==> src/rtl/trk_fmt_pkg.sv <==
// Shared constants, phase type and CRC step for the track byte formatter.
// Assumes fixed field layouts; only gap and payload lengths are tunable.
package trk_fmt_pkg;

    localparam int HEAD_W     = 3;
    localparam int CYL_W      = 12;
    localparam int SECT_W     = 7;
    localparam int SIZE_W     = 2;
    localparam int NUM_DEFECT = 3;
    localparam int DEFECT_W   = NUM_DEFECT * 16;
    localparam int DEFECT_LEN = 2 * NUM_DEFECT + 5;   // sync + addrs + sum(2) + fill(2)
    localparam int ID_LEN     = 9;                    // sync + 4 + crc(2) + fill(2)
    localparam int ID_CRC_POS = 5;                    // first CRC byte of the ID field
    localparam int TAIL_LEN   = 4;                    // crc(2) + fill(2)

    localparam logic [7:0]  SYNC_DEFECT = 8'hFB;
    localparam logic [7:0]  SYNC_ID     = 8'hF9;
    localparam logic [7:0]  SYNC_DATA   = 8'hFD;
    localparam logic [15:0] CRC_POLY    = 16'h1021;
    localparam logic [15:0] CRC_PRESET  = 16'hFFFF;

    typedef enum logic [3:0] {
        PH_OFF, PH_GAP1, PH_DEFECT, PH_ID, PH_GAP2,
        PH_DSYNC, PH_DPAY, PH_DTAIL, PH_FILL
    } phase_e;

    // Advance a CRC-16 by one byte, MSB first.
    function automatic logic [15:0] crc16_byte(input logic [15:0] c, input logic [7:0] d);
        logic [15:0] r;
        r = c ^ {d, 8'h00};
        for (int b = 0; b < 8; b++)
            r = r[15] ? ((r << 1) ^ CRC_POLY) : (r << 1);
        return r;
    endfunction

endpackage

==> src/rtl/trk_fmt_crc.sv <==
// CRC-16 accumulator. Loads the preset when asked and otherwise
// folds in one byte per advance. Assumes preset and advance never coincide.
module trk_fmt_crc
    import trk_fmt_pkg::*;
(
    input  logic        clk,
    input  logic        rst_n,
    input  logic        preset,
    input  logic        advance,
    input  logic [7:0]  din,
    output logic [15:0] crc
);

    // Accumulator register.
    always_ff @(posedge clk) begin
        if (!rst_n)       crc <= CRC_PRESET;
        else if (preset)  crc <= CRC_PRESET;
        else if (advance) crc <= crc16_byte(crc, din);
    end

    // a preset cycle leaves the register at FFFFh
    a_r6_preset_load: assert property (@(posedge clk) disable iff (!rst_n)
        preset |=> (crc == CRC_PRESET));

endmodule

==> src/rtl/trk_fmt_seq.sv <==
// Record sequencer: phase and byte counter, pulse acceptance and field capture.
// Assumes pulses are one cycle wide. Index wins over sector. A sector pulse is
// accepted only in the idle fill phase.
module trk_fmt_seq
    import trk_fmt_pkg::*;
#(
    parameter int GAP1_LEN  = 23,
    parameter int GAP2_LEN  = 11,
    parameter int BASE_SIZE = 128,
    parameter int CW        = 10
) (
    input  logic                clk,
    input  logic                rst_n,
    input  logic                index_pulse,
    input  logic                sector_pulse,
    input  logic                pay_fire,
    input  logic [HEAD_W-1:0]   head_in,
    input  logic [CYL_W-1:0]    cyl_in,
    input  logic [SECT_W-1:0]   sect_in,
    input  logic [SIZE_W-1:0]   size_in,
    input  logic [DEFECT_W-1:0] defect_in,
    output phase_e              phase,
    output logic [CW-1:0]       cnt,
    output logic [HEAD_W-1:0]   head_q,
    output logic [CYL_W-1:0]    cyl_q,
    output logic [SECT_W-1:0]   sect_q,
    output logic [SIZE_W-1:0]   size_q,
    output logic [DEFECT_W-1:0] defect_q
);

    phase_e        ph_nx;
    logic [CW-1:0] cnt_nx;
    logic          rec_defect;
    logic [CW:0]   pay_len;

    assign pay_len = (CW+1)'(BASE_SIZE) << size_q;

    // Next phase and count when no pulse overrides.
    always_comb begin
        ph_nx  = phase;
        cnt_nx = cnt;
        unique case (phase)
            PH_GAP1: if (cnt == CW'(GAP1_LEN-1)) begin
                         ph_nx = rec_defect ? PH_DEFECT : PH_ID; cnt_nx = '0;
                     end else cnt_nx = cnt + 1'b1;
            PH_DEFECT: if (cnt == CW'(DEFECT_LEN-1)) begin
                         ph_nx = PH_FILL; cnt_nx = '0;
                     end else cnt_nx = cnt + 1'b1;
            PH_ID:   if (cnt == CW'(ID_LEN-1)) begin
                         ph_nx = PH_GAP2; cnt_nx = '0;
                     end else cnt_nx = cnt + 1'b1;
            PH_GAP2: if (cnt == CW'(GAP2_LEN-1)) begin
                         ph_nx = PH_DSYNC; cnt_nx = '0;
                     end else cnt_nx = cnt + 1'b1;
            PH_DSYNC: begin ph_nx = PH_DPAY; cnt_nx = '0; end
            PH_DPAY: if (pay_fire) begin
                         if ({1'b0, cnt} == pay_len - 1'b1) begin
                             ph_nx = PH_DTAIL; cnt_nx = '0;
                         end else cnt_nx = cnt + 1'b1;
                     end
            PH_DTAIL: if (cnt == CW'(TAIL_LEN-1)) begin
                         ph_nx = PH_FILL; cnt_nx = '0;
                     end else cnt_nx = cnt + 1'b1;
            default: ;
        endcase
    end

    // State register with pulse acceptance and field capture.
    always_ff @(posedge clk) begin
        if (!rst_n) begin
            phase <= PH_OFF; cnt <= '0; rec_defect <= 1'b0;
            head_q <= '0; cyl_q <= '0; sect_q <= '0; size_q <= '0; defect_q <= '0;
        end else if (index_pulse) begin
            phase <= PH_GAP1; cnt <= '0; rec_defect <= 1'b1;
            defect_q <= defect_in;
        end else if (sector_pulse && phase == PH_FILL) begin
            phase <= PH_GAP1; cnt <= '0; rec_defect <= 1'b0;
            head_q <= head_in; cyl_q <= cyl_in; sect_q <= sect_in; size_q <= size_in;
        end else begin
            phase <= ph_nx; cnt <= cnt_nx;
        end
    end

    // index always restarts at the first gap byte
    a_r9_index_restart: assert property (@(posedge clk) disable iff (!rst_n)
        index_pulse |=> (phase == PH_GAP1 && cnt == '0));
    // no record start unless idle or indexed
    a_r10_busy_no_start: assert property (@(posedge clk) disable iff (!rst_n)
        (!index_pulse && phase != PH_FILL) |=> !(phase == PH_GAP1 && cnt == '0));
    // the data sync byte leads straight into payload byte zero
    a_r7_sync_to_payload: assert property (@(posedge clk) disable iff (!rst_n)
        (phase == PH_DSYNC && !index_pulse) |=> (phase == PH_DPAY && cnt == '0));
    // captured fields hold while a record runs
    a_r11_fields_held: assert property (@(posedge clk) disable iff (!rst_n)
        (phase != PH_FILL && !index_pulse) |=>
        ($stable(head_q) && $stable(cyl_q) && $stable(sect_q) && $stable(size_q)));

endmodule

==> src/rtl/trk_fmt_mux.sv <==
// Byte selector: maps phase and count to the emitted byte and strobe,
// the payload ready, and the CRC control. Purely combinational.
module trk_fmt_mux
    import trk_fmt_pkg::*;
#(
    parameter int CW = 10
) (
    input  phase_e              phase,
    input  logic [CW-1:0]       cnt,
    input  logic [HEAD_W-1:0]   head_q,
    input  logic [CYL_W-1:0]    cyl_q,
    input  logic [SECT_W-1:0]   sect_q,
    input  logic [SIZE_W-1:0]   size_q,
    input  logic [DEFECT_W-1:0] defect_q,
    input  logic [15:0]         crc,
    input  logic [7:0]          pay_data,
    input  logic                pay_valid,
    output logic [7:0]          byte_out,
    output logic                byte_vld,
    output logic                pay_ready,
    output logic                crc_preset,
    output logic                crc_adv
);

    localparam int NB = 2 * NUM_DEFECT;

    logic [7:0]  dbyte [NB];
    logic [15:0] dsum;

    // Split the defect addresses into bytes, high byte first, and sum them.
    always_comb begin
        dsum = '0;
        for (int k = 0; k < NUM_DEFECT; k++) begin
            dbyte[2*k]   = defect_q[16*k+8 +: 8];
            dbyte[2*k+1] = defect_q[16*k   +: 8];
        end
        for (int k = 0; k < NB; k++) dsum = dsum + 16'(dbyte[k]);
    end

    // Byte and strobe per phase.
    always_comb begin
        byte_out  = 8'h00;
        byte_vld  = 1'b1;
        pay_ready = 1'b0;
        unique case (phase)
            PH_OFF: byte_vld = 1'b0;
            PH_DEFECT: begin
                if (cnt == '0)                    byte_out = SYNC_DEFECT;
                else if (int'(cnt) <= NB)         byte_out = dbyte[int'(cnt) - 1];
                else if (int'(cnt) == NB + 1)     byte_out = dsum[15:8];
                else if (int'(cnt) == NB + 2)     byte_out = dsum[7:0];
            end
            PH_ID: begin
                unique case (int'(cnt))
                    0: byte_out = SYNC_ID;
                    1: byte_out = {1'b0, head_q, cyl_q[11:8]};
                    2: byte_out = cyl_q[7:0];
                    3: byte_out = {1'b0, sect_q};
                    4: byte_out = {6'b0, size_q};
                    5: byte_out = crc[15:8];
                    6: byte_out = crc[7:0];
                    default: byte_out = 8'h00;
                endcase
            end
            PH_DSYNC: byte_out = SYNC_DATA;
            PH_DPAY: begin
                byte_out  = pay_data;
                byte_vld  = pay_valid;
                pay_ready = 1'b1;
            end
            PH_DTAIL: begin
                if (cnt == '0)      byte_out = crc[15:8];
                else if (cnt == 1)  byte_out = crc[7:0];
            end
            default: ;
        endcase
    end

    // CRC control: restart in gaps, fold ID bytes, data sync and payload.
    always_comb begin
        crc_preset = (phase == PH_GAP1) || (phase == PH_GAP2);
        crc_adv    = (phase == PH_ID && int'(cnt) < ID_CRC_POS) || (phase == PH_DSYNC)
                  || (phase == PH_DPAY && pay_valid);
    end

endmodule

==> src/rtl/trk_fmt.sv <==
// Track byte formatter top: joins sequencer, byte selector and CRC unit.
// Assumes the downstream sink takes every byte whose strobe is high.
module trk_fmt
    import trk_fmt_pkg::*;
#(
    parameter int GAP1_LEN  = 23,
    parameter int GAP2_LEN  = 11,
    parameter int BASE_SIZE = 128
) (
    input  logic        clk,
    input  logic        rst_n,
    input  logic        index_pulse,
    input  logic        sector_pulse,
    input  logic [2:0]  head_in,
    input  logic [11:0] cyl_in,
    input  logic [6:0]  sect_in,
    input  logic [1:0]  size_code,
    input  logic [47:0] defect_addrs,
    input  logic [7:0]  pay_data,
    input  logic        pay_valid,
    output logic        pay_ready,
    output logic [7:0]  out_byte,
    output logic        out_valid
);

    localparam int CW = $clog2(BASE_SIZE) + 3;

    phase_e              phase;
    logic [CW-1:0]       cnt;
    logic [HEAD_W-1:0]   head_q;
    logic [CYL_W-1:0]    cyl_q;
    logic [SECT_W-1:0]   sect_q;
    logic [SIZE_W-1:0]   size_q;
    logic [DEFECT_W-1:0] defect_q;
    logic [15:0]         crc;
    logic                crc_preset, crc_adv;

    trk_fmt_seq #(.GAP1_LEN(GAP1_LEN), .GAP2_LEN(GAP2_LEN), .BASE_SIZE(BASE_SIZE), .CW(CW)) u_seq (
        .clk(clk), .rst_n(rst_n), .index_pulse(index_pulse), .sector_pulse(sector_pulse),
        .pay_fire(pay_valid && pay_ready),
        .head_in(head_in), .cyl_in(cyl_in), .sect_in(sect_in), .size_in(size_code),
        .defect_in(defect_addrs),
        .phase(phase), .cnt(cnt), .head_q(head_q), .cyl_q(cyl_q), .sect_q(sect_q),
        .size_q(size_q), .defect_q(defect_q)
    );

    trk_fmt_mux #(.CW(CW)) u_mux (
        .phase(phase), .cnt(cnt), .head_q(head_q), .cyl_q(cyl_q), .sect_q(sect_q),
        .size_q(size_q), .defect_q(defect_q), .crc(crc), .pay_data(pay_data),
        .pay_valid(pay_valid), .byte_out(out_byte), .byte_vld(out_valid),
        .pay_ready(pay_ready), .crc_preset(crc_preset), .crc_adv(crc_adv)
    );

    trk_fmt_crc u_crc (
        .clk(clk), .rst_n(rst_n), .preset(crc_preset), .advance(crc_adv),
        .din(out_byte), .crc(crc)
    );

    // the cycle after the last tail byte is a valid zero byte
    a_r4_tail_to_fill: assert property (@(posedge clk) disable iff (!rst_n)
        (phase == PH_DTAIL && cnt == CW'(TAIL_LEN-1) && !index_pulse)
        |=> (out_valid && out_byte == 8'h00));
    // the buffer is read only while payload is due
    a_r8_ready_in_payload: assert property (@(posedge clk) disable iff (!rst_n)
        pay_ready |-> (phase == PH_DPAY));
    // nothing leaves the block before the first index
    a_r1_quiet_before_index: assert property (@(posedge clk) disable iff (!rst_n)
        (phase == PH_OFF) |-> (!out_valid && !pay_ready));

endmodule

==> config.mk <==
export PLATFORM = sky130hd
export DESIGN_NAME = trk_fmt
export DESIGN_NICKNAME = d
export VERILOG_FILES = /design/src/rtl/trk_fmt_pkg.sv /design/src/rtl/trk_fmt_crc.sv /design/src/rtl/trk_fmt_seq.sv /design/src/rtl/trk_fmt_mux.sv /design/src/rtl/trk_fmt.sv
export SDC_FILE = /design/constraint.sdc
export NUM_CORES = 1
export LEC_CHECK = 0
export BUFFER_PORTS_ARGS = -buffer_cell sky130_fd_sc_hd__buf_2
export CAP_MARGIN = 20
export CORE_MARGIN = 2
export CORE_UTILIZATION = 50
export DETAILED_ROUTE_END_ITERATION = 10
export PLACE_DENSITY = 0.73
export SETUP_SLACK_MARGIN = 0.2
export SYNTH_ARGS = -nofsm -noshare
export SYNTH_HDL_FRONTEND = slang
export SYNTH_SLANG_ARGS = --single-unit
==> constraint.sdc <==
create_clock -name clk -period 7.1 [get_ports clk]
set_input_delay 0.355 -clock clk [delete_from_list [all_inputs] [get_ports clk]]
set_output_delay 0.355 -clock clk [all_outputs]
set_load 0.03 [all_outputs]
==> results of run 1 <==
## final cells by class
class                           instances  area, sq um
Sequential cell                       103         2060
Timing Repair Buffer                   99          508
Multi-Input combinational cell        635         4720
Inverter                               67          251
Fill cell                            1352         6400
Tap cell                              184          230
Clock inverter                          5         46.3
Clock buffer                           11          253
## metal layers
metal  vias to the layer above  wire [um]  global-route usage [%]
met2                       224       8300                    37.2
met3                        34       1200                    4.75
met4                         0        404                    6.73
met1                      2946       8360                    33.0
li1                       3103          -                       -
met5                         -          0                       0
## flip-flops by register name, indices dropped and copies added, names as in the netlist
signal            flops
u_seq.phase           4
u_seq.sect_q          7
u_seq.cnt            10
u_seq.defect_q       48
u_seq.cyl_q          12
u_crc.crc            16
u_seq.head_q          3
u_seq.rec_defect      1
u_seq.size_q          2
## logic make-up (layout without fill, tap and decap cells)
group | Yosys count | count (layout) | synth area share (%)
buffers and inverters | 118 | 182 | 8.02
AO/OA/AOI/OAI | 187 | 187 | 16.8
adder cells (fa/ha/maj) | 51 | 51 | 11.2
multiplexers | 76 | 76 | 11.9
AND/OR/NAND/NOR | 287 | 287 | 19.1
XOR/XNOR | 34 | 34 | 5.04
flip-flops | 103 | 103 | 28.0
## worst max path at each step
stage	endpoint	slack, ns
2_1_floorplan	u_crc.crc[12]	1.62
3_3_place_gp	u_crc.crc[6]	1.55
3_5_place_dp	u_crc.crc[6]	1.47
4_1_cts	out_byte[1]	1.33
5_1_grt	out_byte[1]	0.91
6_report	out_byte[1]	1.31
## placed cells by master (no fill, tap or decap), types with 18 or more instances in the layout
cell type	n
a21oi_1	67
buf_2	94
dfxtp_1	103
fa_1	25
ha_1	26
inv_1	66
mux2i_1	60
nand2_1	82
nand3_1	20
nor2_1	99
nor3_1	20
o21ai_0	31
xnor2_1	18
## report_power, final
group | switching (mW) | internal (mW) | total, mW
registers | 0.0248 | 0.597 | 0.622
logic | 0.245 | 0.185 | 0.430
clock network | 0.236 | 0.264 | 0.500
## tightest hold or removal path, stage by stage
cell and delay, ns:
buf_2 0.10, nand2_1 0.04, a21oi_1 0.05
==> summary.md, run 1 <==
| Metric | Value |
|---|---|
| Outcome | `finished, final reports clean` |
| CP startpoint | `u_seq.defect_q[0]` |
| Synth unique cells | `86` |
| CORE AREA | `14,500 sq um` |
| Number of synthesis warnings | `0` |
| Sequential-to-total area share from yosys stat | `28.0%` |
| Vias in the first global route | `6,009` |
| Synthesized Nets | `992` |
| DRC | `0` |
| Relative slew slack | `33.4%` |
| Setup TNS | `0 ns` |
| Fin cells | `1,104` |
| WP depth | `20` |
| CTS root buf | `clkbuf_16` |
| Actual slew at the worst max-slew pin | `0.991 ns` |
| Number of cells upsized or downsized after cts | `0` |
| Data arrival time of the critical path | `5.44 ns` |
| Reg2reg start | `u_seq.defect_q[0]` |
| Crit-path max FO | `6` |
| Via density | `5.71` |
| Die width | `125 um` |
| Max Slew Vio Count | `0` |
| Mapped cell area | `7380 sq um` |
| Most frequent CP cell | `fa_1` |
| Cts bufs inserted | `9` |
| FF-to-FF setup slack | `1.43 ns` |
| Post-DP HPWL | `13,500 um` |
| Commonest cells post-synth | `dfxtp_1, nor2_1, nand2_1` |
| HP Start | `cyl_in[4]` |
| Yosys top cell area share | `28.0%` |
| Die H | `125 um` |
| Setup ws final | `1.31 ns` |
| Num ports | `95` |
| Placed cells | `1,088` |
| Cell taking the most area after synthesis | `dfxtp_1` |
| Post-CTS setup buffer count | `0` |
| Final Wtd Congestion | `0.995` |
| CTS Hold Bufs | `0` |
| Total GRT Usage | `23.6%` |
| RSZ-0062 raised after global routing | `false` |
| Most common cell in the netlist | `dfxtp_1` |
| Row count | `44` |
| Worst-path clk slew | `0.08 ns` |
| Total Power | `1.55 mW` |
| Synth top area cells | `dfxtp_1, mux2i_1, fa_1, nor2_1, a21oi_1` |
| Final Critical Period | `5.79 ns` |
| Mean Syn Cell Area | `8.62 sq um` |
| Min-Delay Path Class | `in2reg` |
| DR WL/cell | `16.5 um` |
| VDD IR max | `158 uV` |
| # nets final | `1,051` |
| 1st-iter DRT viols | `558` |
| PD cells | `192 nW/um^2` |
| First-pass GRT wire length | `30,300 um` |
| Clock tree buffer depth | `2` |
| Asr flop ratio synth | `0%` |
| Initial core utilization | `51.0%` |
| Skew final | `0.0119 ns` |
| Area grow syn2layout | `9.45%` |
| Crit end category | `output port` |
| CP top delay family | `adder cells` |
| Detail Route Antenna Nets | `0` |
| Slowest cell on crit path | `fa_1` |
| Tcrit/Tclk final | `81.6%` |
| Drt pass-1 iters | `5` |
| Congestion Overflow GR | `0` |
| Flops & latches, synth | `103` |
| WHS Endpoint | `u_seq.cyl_q[4]` |
| Mapped Cells | `856` |
| MaxCap Viol Count | `0` |
| Worst path cell trace | `ha_1 -> fa_1 -> a21oi_1 -> nor2_1 -> nor2_1 -> xnor2_1 -> fa_1 -> fa_1 -> inv_1 -> fa_1 -> inv_1 -> ha_1 -> o21ai_0 -> o21bai_1 -> a2111oi_0 -> or3_1 -> xor2_1 -> a21oi_2 -> inv_1 -> buf_2` |
| Fin area | `8070 sq um` |
| Worst reg2reg path depth | `21` |
| P_leak | `3.52 nW` |
| Final Hold Vio Count | `0` |
| Largest stage delay, worst path | `0.51 ns` |
| Finished Core Util | `55.8%` |
| Hold slack final | `0.225 ns` |
| Die area | `15,700 sq um` |
| Buf/Inv on CP | `4` |
| Routed via count | `6,307` |
| Pre-CTS setup slack | `1.47 ns` |
| EDFF count, synth | `0` |
| Reg-to-Reg End | `u_crc.crc[6]` |
| WP data required | `6.74 ns` |
| Initial antenna violation count | `0` |
| Skew-Pair Late Insertion Delay | `0.36 ns` |
| Drt total wl | `18,300 um` |
| Placed Instance Area | `7770 sq um` |
| CTS tree | `yes` |
| H-tree levels | `3` |
| Largest net degree at the start of global routing | `76` |
| Hold Path Depth | `3` |
| Dominant synthesized flop cell | `dfxtp_1` |
| Count of final setup violators | `0` |
| FMAX | `173 MHz` |
| Crit path kind | `reg2out` |
| Share of layout cells above drive strength 1 | `17.8%` |
| # port buffers | `94` |
| Crit path launch type | `register` |
| Diode count | `0` |
| Sinks on Clock Net | `103` |
(Power assumes the default switching activity.)
==> inputs of run 2 (changes only) <==
==> constraint.sdc (replaced) <==
create_clock -name clk -period 5.6 [get_ports clk]
set_input_delay 0.28 -clock clk [delete_from_list [all_inputs] [get_ports clk]]
set_output_delay 0.28 -clock clk [all_outputs]
set_load 0.03 [all_outputs]
==> run 2 against run 1 <==
Net effect: clock skew rose by 0.0014 ns; combinational power rose by 51%; highest routed layer unchanged; count of clock-buffer cells in the layout fell by 2.
==> summary.md, run 2 (synthesis gave the netlist of run 1 again) <==
| Metric | Value |
|---|---|
| Outcome | `finished, final reports clean` |
| Skew final | `0.0133 ns (+0.00140 ns)` |
| Reg2reg start | `u_seq.defect_q[0]` |
| Commonest non-fill, non-tap cell in the layout | `dfxtp_1` |
| Via density | `5.73 (+0.38%)` |
| Die H | `125 um (unchanged)` |
| Vias in the first global route | `5,982 (-0.45%)` |
| Relative slew slack | `32.8% (-0.60 points)` |
| Multi-input combinational cell area | `4890 sq um (+3.5%)` |
| Share of layout cells above drive strength 1 | `22.3% (+4.5 points)` |
| Sinks on Clock Net | `103 (unchanged)` |
| Placed Instance Area | `7810 sq um (+0.43%)` |
| CORE AREA | `14,500 sq um (unchanged)` |
| Worst-path clk slew | `0.08 ns (about the same)` |
| FMAX | `189 MHz` |
| Crit path kind | `reg2reg` |
| Setup TNS | `0 ns (unchanged)` |
| Buf/Inv on CP | `2 (-2)` |
| Total GRT Usage | `23.9% (+0.22 points)` |
| Data arrival time of the critical path | `5.56 ns (+0.12 ns)` |
| Clock tree buffer depth | `2 (unchanged)` |
| Worst reg2reg path depth | `21 (unchanged)` |
| 1st-iter DRT viols | `534 (-4.3%)` |
| Max Slew Vio Count | `0 (unchanged)` |
| HP Start | `cyl_in[5]` |
| FILL cells | `1,342 (-0.74%)` |
| Row count | `44 (unchanged)` |
| MaxCap Viol Count | `0 (unchanged)` |
| RSZ-0062 raised after global routing | `false` |
| WP data required | `5.86 ns (-0.88 ns)` |
| Area grow syn2layout | `13.1%` |
| Crit end category | `register` |
| Total Power | `2.07 mW (+33%)` |
| Reg-to-Reg End | `u_crc.crc[6]` |
| CTS tree | `yes` |
| Largest Register | `u_seq.defect_q` |
| CP top delay family | `adder cells` |
| Diode count | `0 (unchanged)` |
| Actual slew at the worst max-slew pin | `1.01 ns (+0.0161 ns)` |
| Drt pass-1 iters | `6 (+1)` |
| Most frequent cells in the layout | `dfxtp_1, nor2_1, buf_2` |
| Die width | `125 um (unchanged)` |
| Fin area | `8340 sq um (+3.3%)` |
| Routed via count | `6,394 (+1.4%)` |
| Crit path launch type | `register` |
| Final Critical Period | `5.29 ns` |
| Count of final setup violators | `0 (unchanged)` |
| Post-DP HPWL | `13,600 um (+0.53%)` |
| Reg area | `2070 sq um (+0.36%)` |
| # port buffers | `94 (unchanged)` |
| FF-to-FF setup slack | `0.31 ns (-1.12 ns)` |
| Final Hold Vio Count | `0 (unchanged)` |
| Detail Route Antenna Nets | `0 (unchanged)` |
| VDD IR max | `165 uV (+4.8%)` |
| Drt total wl | `18,800 um (+2.9%)` |
| Largest stage delay, worst path | `0.54 ns (+0.03 ns)` |
| Largest net degree at the start of global routing | `76 (unchanged)` |
| Die area | `15,700 sq um (unchanged)` |
| Congestion Overflow GR | `0 (unchanged)` |
| Slowest cell on crit path | `or4b_1` |
| Cts bufs inserted | `9 (unchanged)` |
| Placed cells | `1,092 (+0.37%)` |
| DRC | `0 (unchanged)` |
| P_leak | `3.59 nW (+2.0%)` |
| Hold Path Depth | `3 (unchanged)` |
| H-tree levels | `3 (unchanged)` |
| First-pass GRT wire length | `30,300 um (+0.14%)` |
| WHS Endpoint | `u_seq.cyl_q[5]` |
| Min-Delay Path Class | `in2reg` |
| Final Wtd Congestion | `0.944 (-5.1%)` |
| # nets final | `1,062 (+1.0%)` |
| Initial core utilization | `51.0% (unchanged)` |
| Num ports | `95 (unchanged)` |
| Finished Core Util | `57.6% (+1.8 points)` |
| Fin cells | `1,115 (+1.0%)` |
| Most frequent CP cell | `fa_1` |
| Tcrit/Tclk final | `94.5%` |
| Largest register FFs | `48 (unchanged)` |
| CTS root buf | `clkbuf_16` |
| CTS Hold Bufs | `0 (unchanged)` |
| Initial antenna violation count | `0 (unchanged)` |
| Skew-Pair Late Insertion Delay | `0.37 ns (about the same)` |
| PD cells | `248 nW/um^2 (+29%)` |
| DR WL/cell | `16.9 um (+1.8%)` |
| Worst path cell trace | `ha_4 -> fa_2 -> a21oi_2 -> nor2_2 -> nor2_2 -> xnor2_1 -> fa_1 -> fa_1 -> inv_1 -> fa_1 -> inv_2 -> ha_4 -> a21o_1 -> a21oi_1 -> o21ai_1 -> xor2_1 -> a2111oi_4 -> mux2_4 -> or4b_1 -> o2111ai_2 -> nor2_1` |
| Crit-path max FO | `2 (-4)` |
| Biggest regs | `u_seq.defect_q: 48 flops, u_crc.crc: 16 flops, u_seq.cyl_q: 12 flops` |
run 2: per-layer routing:
layer  part of all wire [%]  global-route usage, %  routed length [um]  vias to the layer above
met4                    2.7                   9.41                 504                        0
met2                     46                   37.1                8610                      211
li1                       -                      -                   -                     3118
met1                     45                   32.9                8510                     3030
met3                    6.2                   4.36                1160                       35
met5                      0                      0                   0                        -
run 2: how the worst max path moves through the flow:
stage / start / end / cells past startpoint
5_1_grt: u_seq.defect_q[0] / u_crc.crc[6] / 23
3_5_place_dp: u_seq.defect_q[0] / u_crc.crc[7] / 22
3_3_place_gp: u_seq.defect_q[0] / u_crc.crc[6] / 21
4_1_cts: u_seq.defect_q[1] / out_byte[2] / 19
6_report: u_seq.defect_q[0] / u_crc.crc[6] / 21
2_1_floorplan: u_seq.defect_q[0] / u_crc.crc[6] / 21
run 2: worst min-delay path, stage by stage:
cell and delay (ns):
buf_2 0.09, nand2_1 0.04, a21oi_1 0.05
run 2: area by class of cell:
| class | count | area share, % |
|---|---|---|
| Sequential cell | 103 | 24.8 |
| Timing Repair Buffer | 110 | 7.23 |
| Clock buffer | 9 | 2.70 |
| Clock inverter | 7 | 0.855 |
| Tap cell | 184 | 2.76 |
| Multi-Input combinational cell | 635 | 58.6 |
| Inverter | 67 | 3.01 |
run 2: what timing repair did:
action / in CTS / in global routing
gates resized for setup: 11 / 33
buffers inserted: 4 / 3
pin swaps: 14 / 37
setup endpoints to repair: 13 / 18
run 2: report_power, final:
part	switching, mW	internal [mW]
logic	0.355	0.295
registers	0.0311	0.757
clock network	0.318	0.315
run 2: metrics by stage:
step / hold slack, ns / setup WS (ns)
2_1_floorplan: 0.416 / 0.294
3_3_place_gp: 0.444 / 0.153
3_5_place_dp: 0.448 / 0.0359
4_1_cts: 0.135 / 0.200
5_1_grt: 0.142 / 0.135
6_report: 0.142 / 0.306
==> inputs of run 3 (changes only) <==
==> constraint.sdc (replaced) <==
create_clock -name clk -period 5.6 [get_ports clk]
set_input_delay 0.28 -clock clk [delete_from_list [all_inputs] [get_ports clk]]
set_output_delay 0.28 -clock clk [all_outputs]
set_load 0.1 [all_outputs]
==> run 3 against run 2 <==
Net effect: clock power increased by 3.9%; die area unchanged; largest power group unchanged; largest cell class unchanged; first-iteration DRC count is 5.6% higher; hold slack better by 0.0087 ns; highest routed layer unchanged; global-route usage grew 0.059 points.
==> summary.md, run 3 (synthesis gave the netlist of run 1 again) <==
| Metric | Value |
|---|---|
| DRC | `0 (unchanged)` |
| Data arrival time of the critical path | `5.65 ns (+0.09 ns)` |
| Total GRT Usage | `23.9% (+0.059 points)` |
| FILL cells | `1,286 (-4.2%)` |
| Crit end category | `register` |
| Most frequent cells in the layout | `dfxtp_1, nor2_1, buf_2` |
| PD cells | `253 nW/um^2 (+2.0%)` |
| Pre-CTS setup slack | `0.0359 ns (+0.0000786 ns)` |
| P_leak | `3.66 nW (+1.9%)` |
| Crit path launch type | `register` |
| Final Wtd Congestion | `0.964 (+2.1%)` |
| First-pass GRT wire length | `30,500 um (+0.52%)` |
| Setup TNS | `0 ns (unchanged)` |
| Actual slew at the worst max-slew pin | `0.900 ns (-0.107 ns)` |
| 1st-iter DRT viols | `564 (+5.6%)` |
| DR WL/cell | `17.1 um (+1.6%)` |
| Count of final setup violators | `0 (unchanged)` |
| Crit path kind | `reg2reg` |
| Congestion Overflow GR | `0 (unchanged)` |
| Buf/Inv on CP | `2 (unchanged)` |
| Tcrit/Tclk final | `96.3% (+1.8 points)` |
| CORE AREA | `14,500 sq um (unchanged)` |
| Reg area | `2070 sq um (+0.12%)` |
| Vias in the first global route | `5,959 (-0.38%)` |
| Row count | `44 (unchanged)` |
| Detail Route Antenna Nets | `0 (unchanged)` |
| Setup ws final | `0.207 ns (-0.0992 ns)` |
| CP top delay family | `adder cells` |
| Most frequent CP cell | `fa_1` |
| Worst path cell trace | `ha_4 -> fa_2 -> fa_1 -> inv_1 -> fa_1 -> fa_1 -> inv_1 -> ha_1 -> fa_2 -> a21o_1 -> a211oi_1 -> nor3_1 -> o21ai_1 -> o2111ai_4 -> xor3_1 -> or4b_4 -> o2111ai_4 -> nor2_1` |
| Area grow syn2layout | `15.1%` |
| Routed via count | `6,432 (+0.59%)` |
| Drt total wl | `19,100 um (+1.8%)` |
| Final Critical Period | `5.39 ns (+0.0992 ns)` |
| Initial antenna violation count | `0 (unchanged)` |
| H-tree levels | `3 (unchanged)` |
| Max Slew Vio Count | `0 (unchanged)` |
| WP data required | `5.86 ns (about the same)` |
| Cts bufs inserted | `9 (unchanged)` |
| FMAX | `185 MHz (-1.8%)` |
| Drt pass-1 iters | `6 (unchanged)` |
| Via density | `5.76 (+0.41%)` |
| RSZ-0062 raised after global routing | `true` |
| Initial core utilization | `51.0% (unchanged)` |
| Diode count | `0 (unchanged)` |
| Die area | `15,700 sq um (unchanged)` |
| Sinks on Clock Net | `103 (unchanged)` |
| Die H | `125 um (unchanged)` |
| Skew final | `0.0115 ns (-0.00187 ns)` |
| Largest Register | `u_seq.defect_q` |
| Slowest cell on crit path | `or4b_4` |
| Commonest non-fill, non-tap cell in the layout | `dfxtp_1` |
| Relative slew slack | `40.0% (+7.1 points)` |
| Crit-path max FO | `4 (+2)` |
| # nets final | `1,064 (+0.19%)` |
| MaxCap Viol Count | `0 (unchanged)` |
| Share of layout cells above drive strength 1 | `23.5% (+1.1 points)` |
| Num ports | `95 (unchanged)` |
| Min-Delay Path Class | `in2reg` |
| Outcome | `finished, final reports clean` |
| Final Hold Vio Count | `0 (unchanged)` |
| Largest stage delay, worst path | `0.54 ns (about the same)` |
| Largest net degree at the start of global routing | `76 (unchanged)` |
| Clock tree buffer depth | `2 (unchanged)` |
| Skew-Pair Late Insertion Delay | `0.36 ns (about the same)` |
| Multi-input combinational cell area | `4980 sq um (+1.8%)` |
| CTS tree | `yes` |
| Largest register FFs | `48 (unchanged)` |
| Die width | `125 um (unchanged)` |
| Worst-path clk slew | `0.08 ns (about the same)` |
| CTS root buf | `clkbuf_16` |
| # port buffers | `94 (unchanged)` |
| VDD IR max | `187 uV (+13%)` |
| Post-DP HPWL | `13,600 um (+0.25%)` |
| Biggest regs | `u_seq.defect_q: 48 flops, u_crc.crc: 16 flops, u_seq.cyl_q: 12 flops` |
==> run 3: cell types whose count changed in the layout (fill, tap and decap cells not counted), moves of 2 or more <==
cell	delta
a21oi_1	-2
a21oi_2	+2
buf_12	+2
buf_2	-3
buf_4	+3
clkinvlp_4	-2
o2111ai_4	+2
xnor2_1	-3
xnor2_2	+3
==> run 3: area by class of cell <==
cell class                      instances  share of cell area, %
Multi-Input combinational cell        635                   58.6
Sequential cell                       103                   24.4
Timing Repair Buffer                  112                   7.66
Inverter                               67                   2.96
Clock buffer                           11                   2.86
Tap cell                              184                   2.71
Clock inverter                          5                  0.752
==> run 3: stage by stage <==
step,instance area (sq um),utilization (%),hold slack [ns],power [mW],instances
after CTS,8250,57.0,0.149,2.05,1109
after detailed placement,7870,54.4,0.448,1.39,1091
after global routing,8490,58.6,0.152,2.26,1117
after global placement,7870,54.4,0.444,1.38,1091
after floorplan,7440,-,0.416,1.26,856
final,8490,58.6,0.151,2.15,1117
==> run 3: tightest hold or removal path, delay by kind of cell <==
family	cells	cell delay [ns]
multiplexers	1	0.05
AND/OR/NAND/NOR	1	0.07
buffers and inverters	1	0.07
==> run 3: layer usage <==
layer	routed length, um	GRT usage, %
met3	1330	5.39
met1	8410	32.5
met4	444	7.06
met2	8940	38.3
met5	0	0
==> run 3: worst paths after layout <==
path | cells past startpoint | endpoint | from | slack [ns]
min | 3 | u_seq.defect_q[11] | defect_addrs[11] | 0.15
max reg2reg | 18 | u_crc.crc[6] | u_seq.defect_q[8] | 0.21
min reg2reg | 2 | u_seq.cyl_q[3] | u_seq.cyl_q[3] | 0.46
max | 18 | u_crc.crc[6] | u_seq.defect_q[8] | 0.21
==> run 3: report_power, final <==
group / total [mW] / switching, mW / internal [mW] / leakage [nW]
Clock: 0.658 / 0.294 / 0.364 / 0.152
Sequential: 0.789 / 0.0315 / 0.757 / 0.843
Combinational: 0.702 / 0.389 / 0.313 / 2.66
Total: 2.15 / 0.715 / 1.43 / 3.66
==> run 3: timing repair <==
item                                    4_1_cts  5_1_grt
endpoints found under the setup margin        8       18
resized for setup                            16       38
gates cloned                                  0        0
pin swaps                                     7       40
setup buffers                                 2        8
hold buffers                                  0        0
